`config.mk`:
```
export PLATFORM = sky130hd
export DESIGN_NAME = inv_burst_tx
export DESIGN_NICKNAME = d
export VERILOG_FILES = /design/src/rtl/ibt_pkg.sv /design/src/rtl/ibt_tick_div.sv /design/src/rtl/ibt_cmp_timer.sv /design/src/rtl/ibt_burst_seq.sv /design/src/rtl/inv_burst_tx.sv
export SDC_FILE = /design/constraint.sdc
export NUM_CORES = 1
export LEC_CHECK = 0
export BUFFER_PORTS_ARGS = -buffer_cell sky130_fd_sc_hd__buf_2
export CAP_MARGIN = 20
export CORE_MARGIN = 2
export CORE_UTILIZATION = 45
export CTS_CLUSTER_SIZE = 24
export DETAILED_ROUTE_END_ITERATION = 6
export HOLD_SLACK_MARGIN = 0.12
export PLACE_DENSITY = 0.63
export RECOVER_POWER = 50
export SYNTH_ARGS = -nofsm -noshare
export SYNTH_HDL_FRONTEND = slang
export SYNTH_SLANG_ARGS = --single-unit
```
`constraint.sdc`:
```
create_clock -name clk -period 5.2 [get_ports clk]
set_clock_uncertainty 0.05 [all_clocks]
set_input_delay 1.04 -clock clk [delete_from_list [all_inputs] [get_ports clk]]
set_output_delay 1.04 -clock clk [all_outputs]
set_load 0.005 [all_outputs]
```
`src/rtl/ibt_pkg.sv`:
```
package ibt_pkg;
  typedef enum logic [2:0] {
    ST_IDLE,
    ST_START,
    ST_DATA,
    ST_STOP,
    ST_GAP
  } tx_state_e;
endpackage

```
`src/rtl/ibt_tick_div.sv`:
```
module ibt_tick_div #(
  parameter int TICK_DIV = 100
) (
  input  logic clk,
  input  logic rst,
  output logic tick_o
);
  localparam int PW = (TICK_DIV > 1) ? $clog2(TICK_DIV) : 1;

  generate
    if (TICK_DIV <= 1) begin : g_pass
      assign tick_o = 1'b1;
    end else begin : g_div
      logic [PW-1:0] pre_q;
      assign tick_o = (pre_q == PW'(TICK_DIV - 1));
      always_ff @(posedge clk) begin
        if (rst)         pre_q <= '0;
        else if (tick_o) pre_q <= '0;
        else             pre_q <= pre_q + 1'b1;
      end
    end
  endgenerate
endmodule

```
`src/rtl/ibt_cmp_timer.sv`:
```
module ibt_cmp_timer #(
  parameter int CNT_W     = 16,
  parameter int RESET_TGT = 127
) (
  input  logic             clk,
  input  logic             rst,
  input  logic             tick_i,
  input  logic             rearm_i,
  input  logic             from_now_i,
  input  logic [CNT_W-1:0] delta_i,
  output logic             hit_o,
  output logic [CNT_W-1:0] tgt_o
);
  logic [CNT_W-1:0] now_q;
  logic [CNT_W-1:0] tgt_q;
  logic [CNT_W-1:0] base;

  assign hit_o = tick_i && (now_q == tgt_q);
  assign tgt_o = tgt_q;
  assign base  = from_now_i ? now_q : tgt_q;

  always_ff @(posedge clk) begin
    if (rst) begin
      now_q <= '0;
      tgt_q <= CNT_W'(RESET_TGT);
    end else begin
      if (tick_i)  now_q <= now_q + 1'b1;
      if (rearm_i) tgt_q <= base + delta_i;
    end
  end
endmodule

```
`src/rtl/ibt_burst_seq.sv`:
```
module ibt_burst_seq
  import ibt_pkg::*;
#(
  parameter int CNT_W      = 16,
  parameter int MSG_BYTES  = 8,
  parameter int BIT_TICKS  = 26,
  parameter int GAP_TICKS  = 1000,
  parameter int IDLE_REARM = 127,
  parameter bit INVERT     = 1'b1
) (
  input  logic                   clk,
  input  logic                   rst,
  input  logic                   start_i,
  input  logic [MSG_BYTES*8-1:0] msg_i,
  input  logic                   hit_i,
  output logic                   rearm_o,
  output logic                   from_now_o,
  output logic [CNT_W-1:0]       delta_o,
  output logic                   line_o,
  output logic                   busy_o,
  output logic                   done_o
);
  localparam int IDX_W = (MSG_BYTES > 1) ? $clog2(MSG_BYTES) : 1;
  localparam logic [IDX_W-1:0] LAST_IDX = IDX_W'(MSG_BYTES - 1);
  localparam logic MARK_PIN  = INVERT ? 1'b0 : 1'b1;
  localparam logic SPACE_PIN = ~MARK_PIN;

  tx_state_e        st_q;
  logic             pend_q;
  logic             busy_q;
  logic             done_q;
  logic             pin_q;
  logic [IDX_W-1:0] idx_q;
  logic [IDX_W-1:0] idx_nxt;
  logic [3:0]       bitn_q;
  logic [7:0]       sh_q;
  logic [7:0]       store_q [MSG_BYTES];

  assign idx_nxt = idx_q + 1'b1;
  assign line_o  = pin_q;
  assign busy_o  = busy_q;
  assign done_o  = done_q;

  function automatic logic pin_of(input logic b);
    return INVERT ? ~b : b;
  endfunction

  // Next compare target selection
  always_comb begin
    rearm_o    = hit_i;
    from_now_o = 1'b0;
    delta_o    = CNT_W'(BIT_TICKS);
    unique case (st_q)
      ST_IDLE: begin
        if (!pend_q) begin
          from_now_o = 1'b1;
          delta_o    = CNT_W'(IDLE_REARM);
        end
      end
      ST_STOP: begin
        if (idx_q == LAST_IDX) begin
          from_now_o = 1'b1;
          delta_o    = CNT_W'(GAP_TICKS);
        end
      end
      ST_GAP: begin
        from_now_o = 1'b1;
        delta_o    = CNT_W'(IDLE_REARM);
      end
      default: ;
    endcase
  end

  always_ff @(posedge clk) begin
    if (rst) begin
      st_q   <= ST_IDLE;
      pend_q <= 1'b0;
      busy_q <= 1'b0;
      done_q <= 1'b0;
      pin_q  <= MARK_PIN;
      idx_q  <= '0;
      bitn_q <= '0;
      sh_q   <= '0;
      for (int i = 0; i < MSG_BYTES; i++) store_q[i] <= '0;
    end else begin
      done_q <= 1'b0;
      if (start_i && !busy_q) begin
        busy_q <= 1'b1;
        pend_q <= 1'b1;
        for (int i = 0; i < MSG_BYTES; i++) store_q[i] <= msg_i[i*8 +: 8];
      end
      if (hit_i) begin
        unique case (st_q)
          ST_IDLE: begin
            if (pend_q) begin
              pend_q <= 1'b0;
              idx_q  <= '0;
              sh_q   <= store_q[0];
              pin_q  <= SPACE_PIN;
              st_q   <= ST_START;
            end
          end
          ST_START: begin
            pin_q  <= pin_of(sh_q[0]);
            sh_q   <= sh_q >> 1;
            bitn_q <= 4'd1;
            st_q   <= ST_DATA;
          end
          ST_DATA: begin
            if (bitn_q == 4'd8) begin
              pin_q <= MARK_PIN;
              st_q  <= ST_STOP;
            end else begin
              pin_q  <= pin_of(sh_q[0]);
              sh_q   <= sh_q >> 1;
              bitn_q <= bitn_q + 1'b1;
            end
          end
          ST_STOP: begin
            if (idx_q == LAST_IDX) begin
              st_q <= ST_GAP;
            end else begin
              idx_q <= idx_nxt;
              sh_q  <= store_q[idx_nxt];
              pin_q <= SPACE_PIN;
              st_q  <= ST_START;
            end
          end
          ST_GAP: begin
            st_q   <= ST_IDLE;
            busy_q <= 1'b0;
            done_q <= 1'b1;
          end
          default: st_q <= ST_IDLE;
        endcase
      end
    end
  end
endmodule

```
`src/rtl/inv_burst_tx.sv`:
```
module inv_burst_tx #(
  parameter int TICK_DIV   = 100,
  parameter int TICK_HZ    = 1000000,
  parameter int BAUD       = 38400,
  parameter int CNT_W      = 16,
  parameter int MSG_BYTES  = 8,
  parameter int GAP_TICKS  = 1000,
  parameter int IDLE_REARM = 127,
  parameter bit INVERT     = 1'b1
) (
  input  logic                   clk,
  input  logic                   rst,
  input  logic                   start_i,
  input  logic [MSG_BYTES*8-1:0] msg_i,
  output logic                   line_o,
  output logic                   busy_o,
  output logic                   done_o
);
  localparam int BIT_TICKS = TICK_HZ / BAUD;

  logic             tick_w;
  logic             hit_w;
  logic             rearm_w;
  logic             from_now_w;
  logic [CNT_W-1:0] delta_w;
  logic [CNT_W-1:0] tgt_w;

  ibt_tick_div #(.TICK_DIV(TICK_DIV)) div_i (
    .clk(clk), .rst(rst), .tick_o(tick_w)
  );

  ibt_cmp_timer #(.CNT_W(CNT_W), .RESET_TGT(IDLE_REARM)) tmr_i (
    .clk(clk), .rst(rst), .tick_i(tick_w), .rearm_i(rearm_w),
    .from_now_i(from_now_w), .delta_i(delta_w), .hit_o(hit_w), .tgt_o(tgt_w)
  );

  ibt_burst_seq #(
    .CNT_W(CNT_W), .MSG_BYTES(MSG_BYTES), .BIT_TICKS(BIT_TICKS),
    .GAP_TICKS(GAP_TICKS), .IDLE_REARM(IDLE_REARM), .INVERT(INVERT)
  ) seq_i (
    .clk(clk), .rst(rst), .start_i(start_i), .msg_i(msg_i), .hit_i(hit_w),
    .rearm_o(rearm_w), .from_now_o(from_now_w), .delta_o(delta_w),
    .line_o(line_o), .busy_o(busy_o), .done_o(done_o)
  );
endmodule

```
Yosys cells after proc, flatten, opt, wreduce, memory -nomap -nowiden
Memory sizes are Yosys's and may differ from the RTL's.
Index checks and enable logic that the tools add are counted.
{"block": "totals", "regBits": 61, "ramBits": 64, "in_bits": 67, "out_inout_bits": 3, "mem_count": 1}
{"name": "seq_i.store_q", "depth": 8, "word_bits": 8, "read_ports": 2, "rd_ports_with_merged_regs": 0, "write_ports": 8, "line_no": "ibt_burst_seq.sv:37", "text": "logic [7:0] store_q [MSG_BYTES];"}
{"block": "op_classes", "addsub": 5, "n_eq_ne": 12, "mux": 45, "bitwise": 10, "n_reduce_logical": 14}
{"operator": "$mux W8", "n": 11}
{"operator": "$pmux W16 S3", "n": 1}
{"operator": "$pmux W8 S4", "n": 1}
{"operator": "$mux W1", "n": 18}
{"operator": "$add A16 B1 Y16 const B", "n": 1}
{"operator": "$add A16 B16 Y16", "n": 1}
{"operator": "$eq A16 B16 Y1", "n": 1}
{"operator": "$mux W16", "n": 1}
{"operator": "$mux W3", "n": 5}
{"operator": "$pmux W3 S4", "n": 1}
{"operator": "$mux W10", "n": 1}
{"operator": "$or A1 B1 Y1", "n": 8}
{"operator": "$pmux W4 S2", "n": 1}
{"operator": "$reduce_and A4 Y1", "n": 2}
{"operator": "$add A7 B1 Y7 const B", "n": 1}
{"operator": "$eq A7 B7 Y1 const B", "n": 1}
{"operator": "$mux W7", "n": 1}
{"operator": "$eq A3 B2 Y1 const B", "n": 2}
{"operator": "$eq A3 B3 Y1 const B", "n": 2}
{"operator": "$pmux W3 S2", "n": 1}
{"operator": "$reduce_and A3 Y1", "n": 2}
{"operator": "$reduce_and A5 Y1", "n": 1}
{"operator": "$add A4 B1 Y4 const B", "n": 1}
{"operator": "$eq A4 B4 Y1 const B", "n": 1}
{"operator": "14 further kinds", "n": 20}

Longest topological paths before layout
Gate-level depths: netlist of run 1.
{"block": "logic_depth", "word_depth": 6, "depth_mapped": 19, "depth_no_buf": 16}

Cells and area by module
From an unflattened synthesis of run 1, not the netlist that was laid out.
{"block": "unflattened", "cells_unflattened": 631, "area_unflattened_um2": 6759.0}
{"mod": "ibt_burst_seq", "instances": 1, "cells_per_inst": 315, "area_per_inst_um2": 4091.4}
{"mod": "ibt_cmp_timer", "instances": 1, "cells_per_inst": 284, "area_per_inst_um2": 2358.5}
{"mod": "ibt_tick_div", "instances": 1, "cells_per_inst": 32, "area_per_inst_um2": 309.0}

Least setup slack after synthesis of run 1
Ideal clock, no wire load.
{"block": "synth_path", "kind": "register to register", "from": "register seq_i.idx_q[0]", "to": "register tmr_i.tgt_q[12] (netlist: tmr_i.tgt_o[12])", "setup_ns": 0.103, "arrival_time_ns": 3.650, "required_time_ns": 5.047, "setup_slack_ns": 1.396, "path_stages_with_launch": 20, "synth_period_minus_slack_ns": 3.804, "cell_sequence": "dfxtp_1 > ha_1 > ha_1 > nand4b_2 > o21ai_2 > buf_6 > buf_2 > buf_2 > buf_2 > nand2_1 > nand2_1 > ha_1 > fa_1 > a21oi_1 > nor2_1 > a211o_1 > o211ai_2 > o2bb2ai_1 > o311ai_1 > a2111oi_2"}
{"block": "synth_via", "elab_chain_len": 5, "word_cells_on_any_way": 7}
{"item": "from (decl)", "line_no": "ibt_burst_seq.sv:33", "text": "logic [IDX_W-1:0] idx_q;"}
{"item": "from (signal assigned)", "line_no": "ibt_burst_seq.sv:123", "text": "idx_q <= idx_nxt;"}
{"item": "$eq A3 B3 Y1 (*)", "line_no": "ibt_burst_seq.sv:61", "text": "if (idx_q == LAST_IDX) begin"}
{"item": "$mux W1", "line_no": "ibt_burst_seq.sv:61"}
{"item": "$pmux W1 S3", "line_no": "ibt_burst_seq.sv:53", "text": "unique case (st_q)"}
{"item": "$mux W16", "line_no": "ibt_cmp_timer.sv:20", "text": "assign base = from_now_i ? now_q : tgt_q;"}
{"item": "$add A16 B16 Y16 (*)", "line_no": "ibt_cmp_timer.sv:28", "text": "if (rearm_i) tgt_q <= base + delta_i;"}
{"item": "to (signal assigned)", "line_no": "ibt_cmp_timer.sv:25", "text": "tgt_q <= CNT_W'(RESET_TGT);"}
{"item": "to (signal assigned)", "line_no": "ibt_cmp_timer.sv:28"}
{"item": "to (decl)", "line_no": "ibt_cmp_timer.sv:15", "text": "logic [CNT_W-1:0] tgt_q;"}
Mark *: on every way between the ends. The rest lies on a longest branch, timed or not.
A chain may end at the register's enable or synchronous reset.

Worst setup path after layout of run 1
Ends and elaborated chain as after synthesis.

==> reports/qor.txt, run 1 <==
Maxcap violations = 2
Launch point of the critical path = seq_i.idx_q[0]
Critical path type = flop to flop
Pwr dens = 314.2 nW/um^2
Largest area contributor in the netlist = edfxtp_1
Area delta synth->final = 14.37%
CTS tree = done
Post-CTS Setup Bufs = 0
Routed WL = 14.32 mm
Worst slack, placed = 1.093 ns
Endpoints failing setup = 0
Via count = 4,849
Worst reg2reg endpoint = tmr_i.tgt_o[12]
Fin Setup TNS = 0 ns
Reg clk slew, reported paths = 0.06 ns
1st-iter DRT viols = 335
Main area contributors after synthesis = edfxtp_1, dfxtp_1, mux4_2
Syn avg cell area = 10.43 sq um
Worst min path class = flop to flop
Failing checks = max-capacitance violations, max-slew violations
Max Root-Sink Buffers = 2
Setup ws final = 1.106 ns
Status = finished with violations
DRT antenna net count = 0
Max_slew headroom = -121.6%
Internal power = 1.818 mW
Final core utilization = 52.32%
Final period util = 78.73%
CTS root buffer = clkbuf_16
Slew Limit Fails = 114
Comb pwr share = 6.7%
# nets final = 764
Worst-margin pin slew = 3.324 ns
P_sw = 0.5628 mW
HPWL Detailed = 9.864 mm
Initial Util = 45.75%
Switching Share = 23.64%
Cell variety after synth = 74
Worst Setup End Kind = flop
Worst skew pair latency = 0.41 ns
Worst Setup Start Kind = flop
Global-route wire length before repair = 23.68 mm
CTS Hold Bufs = 0
DRT Pass-1 Iters = 5
Tot Pwr = 2.381 mW
Core Region = 14,480 sq um
Post-Synth Simple-Gate Area = 20.85%
Syn_nets = 716
Ys Warns = 0
Largest family of logic cells by synthesized area = simple AND/OR/NAND/NOR gates
FF-to-FF Start = seq_i.idx_q[0]
Vias in the first global route = 4,726
Mapped Cells = 635
Sequential area share after synthesis = 47.45%
Crit path DAT = 4.19 ns
Clk network pwr share = 47.3%
Most frequent cell after synthesis = nand2_1
CP required = 5.29 ns
GRT overflow = 0
Hold EP = div_i.g_div.pre_q[0]
Synth cell count leaders = nand2_1, edfxtp_1, nor2_1, dfxtp_1, and2_1
WL per Instance = 16.28 microns
Cts bufs inserted = 17
XOR/XNOR Fraction of Synth Area = 5.025%
Compound-Gate Fraction of Synth Area = 12.50%
Drt drc = 0
Minimum clock period = 4.094 ns
Mux share of post-synthesis cell area = 7.253%
Largest net degree at the start of global routing = 73
Peak Freq = 244.2 MHz
FFs w/ async S/R, synth = 0%
Final hold violation count = 0
Total GRT Usage = 18.78%
H-tree depth = 4
Top_reg_cell synth = edfxtp_1
Worst Path Max Fanout = 15
Hold Path Depth = 1
Worst reg2reg setup slack = 1.11 ns
Placement Rows = 44
R2R depth = 17
Number of synthesized flops with an enable pin = 64
Clock sink count = 125
Die area = 15,710 sq um
Die H = 125.3 microns
Initial antenna violation count = 0
RSZ-0062 raised after global routing = no
#FFs+latches synth = 125
Port Buffers = 69
Peak supply drop = 0.0002438 V
Adder and majority gate portion of the synthesized area = 2.758%
PostCTS Resize Cnt = 0
Via density = 5.510
Post-synth design cell area = 6624 sq um
Die width = 125.3 microns
Leakage = 2.906 nW
Hold_sp = div_i.g_div.pre_q[0]
Part of the power in registers = 46.1%
Diode count = 0
I/O pin count = 70
Synth top area share = 29.01%
GP Congestion = 0.8463
Layout cells sized above 1 = 19.83%
[cell usage in the layout, fill, tap and decap left out, drive strengths merged, types with 6 or more instances in the layout]
master | synthesis | routed
buf | 16 | 70
nand2 | 65 | 65
edfxtp | 64 | 64
nor2 | 63 | 63
dfxtp | 61 | 61
and2 | 53 | 53
xnor2 | 23 | 23
clkbuf | 31 | 23
a21oi | 22 | 22
nor2b | 17 | 17
nand4 | 16 | 16
mux4 | 16 | 16
inv | 10 | 16
xor2 | 15 | 15
o21ai | 15 | 15
ha | 13 | 13
mux2i | 12 | 12
nand3 | 11 | 11
and3 | 10 | 10
a31oi | 8 | 8
a311oi | 8 | 8
a211oi | 8 | 8
a222oi | 7 | 7
nand3b | 6 | 6
clkinv | 0 | 6
[through the flow]
step,hold WS (ns),instances,instance area [sq um]
floorplan,0.3632,635,6624
global placement,0.3761,847,7012
detailed placement,0.3981,847,7012
CTS,0.4056,879,7574
global route,0.4261,880,7576
finish,0.3956,880,7576
[power groups by stage]
| stage | logic, mW | clock network [mW] | registers [mW] |
|---|---|---|---|
| 2_1_floorplan | 0.107 | 0 | 1.11 |
| 3_5_place_dp | 0.158 | 0 | 1.12 |
| 6_report | 0.159 | 1.13 | 1.10 |
| 4_1_cts | 0.158 | 1.14 | 1.10 |
| 5_1_grt | 0.177 | 1.18 | 1.10 |
| 3_3_place_gp | 0.153 | 0 | 1.11 |
[cell type report]
class	instances	area [sq um]
Fill cell	1286	6903
Multi-Input combinational cell	453	3208
Sequential cell	125	3143
Clock buffer	17	425.4
Timing Repair Buffer	76	395.4
Tap cell	184	230.2
Clock inverter	15	136.4
Inverter	10	37.54
[critical path, stage by stage, from the launching register on]
cell,delay (ns)
dfxtp_1,0.34
ha_1,0.17
ha_1,0.21
nand4b_2,0.26
inv_1,0.27
nor2_1,0.08
clkbuf_8,0.19
nand2_1,0.07
nand2_1,0.05
ha_1,0.20
fa_1,0.41
a21oi_1,0.23
nor2_1,0.08
a211o_1,0.32
o211ai_2,0.28
nand2_1,0.14
a311oi_1,0.38
a2111oi_2,0.09
[how the worst max path moves through the flow]
stage,depth (start not counted),slack [ns],end
after floorplan,19,1.40,tmr_i.tgt_o[12]
after global placement,15,1.21,tmr_i.tgt_o[12]
after detailed placement,15,1.09,tmr_i.tgt_o[12]
after CTS,15,1.07,tmr_i.tgt_o[12]
after global routing,5,0.72,seq_i.store_q[5][0]
final,17,1.11,tmr_i.tgt_o[12]
[metal layers]
layer  track usage [%]  part of all wire (%)
met1             25.61                    47
met2             29.92                    47
met3             3.723                   4.0
met4             6.863                   1.8
met5                 0                     0
[flip-flops by register name, summed over array words and instances (netlist names), 3 cells and up]
signal	count
div_i.g_div.pre_q	7
seq_i.bitn_q	4
seq_i.idx_q	3
seq_i.sh_q	8
seq_i.st_q	3
seq_i.store_q	64
tmr_i.now_q	16
tmr_i.tgt_o	16
[logic make-up (layout without fill, tap and decap cells)]
family                   Yosys count  in the layout
buffers and inverters             57            118
multiplexers                      28             28
AND/OR/NAND/NOR                  269            269
XOR/XNOR                          38             38
AO/OA/AOI/OAI                    104            104
flip-flops                       125            125
adder cells (fa/ha/maj)           14             14
Note: power is estimated with default switching activity, not from simulation.
==> run 2, diff against run 1 <==
--- a/config.mk
+++ b/config.mk
@@ -12,7 +12,7 @@
 export CTS_CLUSTER_SIZE = 24
 export DETAILED_ROUTE_END_ITERATION = 6
 export HOLD_SLACK_MARGIN = 0.12
-export PLACE_DENSITY = 0.63
+export PLACE_DENSITY = 0.65
 export RECOVER_POWER = 50
 export SYNTH_ARGS = -nofsm -noshare
 export SYNTH_HDL_FRONTEND = slang
==> constraint.sdc (replaced) <==
create_clock -name clk -period 3.4 [get_ports clk]
set_clock_uncertainty 0.05 [all_clocks]
set_input_delay 0.68 -clock clk [delete_from_list [all_inputs] [get_ports clk]]
set_output_delay 0.68 -clock clk [all_outputs]
set_load 0.005 [all_outputs]
==> reports/qor.txt, run 2 (same netlist as run 1, synthesis figures left out) <==
Worst reg2reg setup slack = 0.13 ns
Worst skew pair latency = 0.43 ns
Largest net degree at the start of global routing = 72
Area of the multi-input gates = 3311 sq um
HPWL Detailed = 9.944 mm
Gr busiest metal = met2
Layout cells sized above 1 = 23.31%
Port Buffers = 69
Commonest non-fill, non-tap cell in the layout = buf_2
Peak supply drop = 0.0003613 V
Cell family with most CP delay = compound AO/OA/AOI/OAI gates
CTS root buffer = clkbuf_16
Max_slew headroom = -7.141%
Critical path type = flop to flop
Crit path DAT = 3.57 ns
Worst-margin pin slew = 1.607 ns
Worst Path Max Fanout = 9
Max Root-Sink Buffers = 2
DRT antenna net count = 0
Total GRT Usage = 19.33%
GR Util met2 = 29.38%
Peak Freq = 305.6 MHz
Core Region = 14,480 sq um
WL per Instance = 16.30 microns
Endpoints failing setup = 0
Drt drc = 0
Crit path depth = 16
DRT Pass-1 Iters = 6
Worst min path class = flop to flop
Non-Filler Instances = 892
Critical-path cell list = ha_4, ha_4, nand4b_4, inv_1, nor2_1, buf_4, nand2_1, nand2_1, ha_1, a21oi_1, a21oi_1, a211oi_2, a21oi_1, o21ai_1, a2111o_1, a31oi_1
Status = finished with violations
Diode count = 0
CTS tree = done
Minimum clock period = 3.272 ns
CP required = 3.70 ns
Hold slack = 0.3944 ns
I/O pin count = 70
Routed WL = 14.54 mm
GP Congestion = 0.9114
Reg clk slew, reported paths = 0.06 ns
Crit path buffers/inverters = 2
Critical-path top delay cell = a2111o_1
1st-iter DRT viols = 512
Failing checks = max-capacitance violations, max-slew violations
Pwr dens = 476.9 nW/um^2
Initial Util = 45.75%
Die width = 125.3 microns
Commonest cells after routing, fill and taps aside = buf_2, nand2_1, edfxtp_1
Final hold violation count = 0
Die area = 15,710 sq um
R2R depth = 16
Leakage = 2.961 nW
Largest register by flop count = seq_i.store_q
M3 GR Usage = 4.536%
Worst Setup End Kind = flop
Placement Rows = 44
Global-route wire length before repair = 24.18 mm
# fillers = 1,261
H-tree depth = 4
Tot Pwr = 3.708 mW
Slew Limit Fails = 114
Cells after DPL = 859
CP peak stage delay = 0.41 ns
Most common cell type on the critical path = a21oi_1
Cts bufs inserted = 17
Clock sink count = 125
Fin Setup TNS = 0 ns
Via density = 5.577
Worst Setup Start Kind = flop
# nets final = 776
Final period util = 96.23%
Initial antenna violation count = 0
Hold Path Depth = 1
Routing usage on met1 = 26.96%
Reg area = 3146 sq um
Maxcap violations = 2
Vias in the first global route = 4,821
GRT overflow = 0
Die H = 125.3 microns
Max reg flops = 64
Via count = 4,975
Area delta synth->final = 17.40%
-- run 2: changes by cell type in the layout (fill, tap and decap cells not counted), moves of 2 or more --
cell / change
and2_0: +32
and2_1: -32
buf_4: +11
ha_1: -3
dfxtp_1: -2
dfxtp_2: +2
ha_4: +2
inv_8: +2
-- run 2: layout make-up --
class	count	share of cell area (%)
timing repair buffer	88	6.098
clock buffer	17	5.471
tap	184	2.961
inverter	10	0.4827
multi-input combinational	453	42.57
clock inverter	15	1.963
sequential	125	40.45
-- run 2: worst register-to-register path, cell delays in order, from the launching register on --
cell	delay [ns]
dfxtp_2	0.35
ha_4	0.14
ha_4	0.15
nand4b_4	0.18
inv_1	0.12
nor2_1	0.06
buf_4	0.17
nand2_1	0.07
nand2_1	0.05
ha_1	0.40
a21oi_1	0.12
a21oi_1	0.35
a211oi_2	0.09
a21oi_1	0.19
o21ai_1	0.13
a2111o_1	0.41
a31oi_1	0.16
-- run 2: metal layers --
metal | share of wire [%] | vias up
li1 | - | 2423
met1 | 47 | 2385
met2 | 46 | 149
met3 | 5.0 | 18
met4 | 1.6 | 0
met5 | 0 | -
-- run 2: what timing repair did --
item	in CTS	in global routing
resized for setup	0	7
hold buffers	0	0
buffers inserted	0	1
endpoints found under the setup margin	0	7
-- run 2: path summary, 6_finish.rpt --
| path | start | end |
|---|---|---|
| max | seq_i.idx_q[1] | tmr_i.tgt_o[13] |
| min | div_i.g_div.pre_q[0] | div_i.g_div.pre_q[0] |
| max reg2reg | seq_i.idx_q[1] | tmr_i.tgt_o[13] |
| min reg2reg | div_i.g_div.pre_q[0] | div_i.g_div.pre_q[0] |
-- run 2: stage by stage --
step / cell area [sq um] / utilization [%] / worst slack [ns]
2_1_floorplan: 6710 / - / -0.05194
3_3_place_gp: 7169 / 49.52 / 0.1721
3_5_place_dp: 7169 / 49.52 / 0.04300
4_1_cts: 7747 / 53.51 / 0.01444
5_1_grt: 7776 / 53.71 / -0.01441
6_report: 7776 / 53.71 / 0.1282
-- run 2: report_power, final --
group / switching, mW / internal [mW] / total, mW
sequential: 0.0208 / 1.66 / 1.68
clock: 0.744 / 1.03 / 1.77
combinational: 0.141 / 0.115 / 0.256
total: 0.906 / 2.80 / 3.71
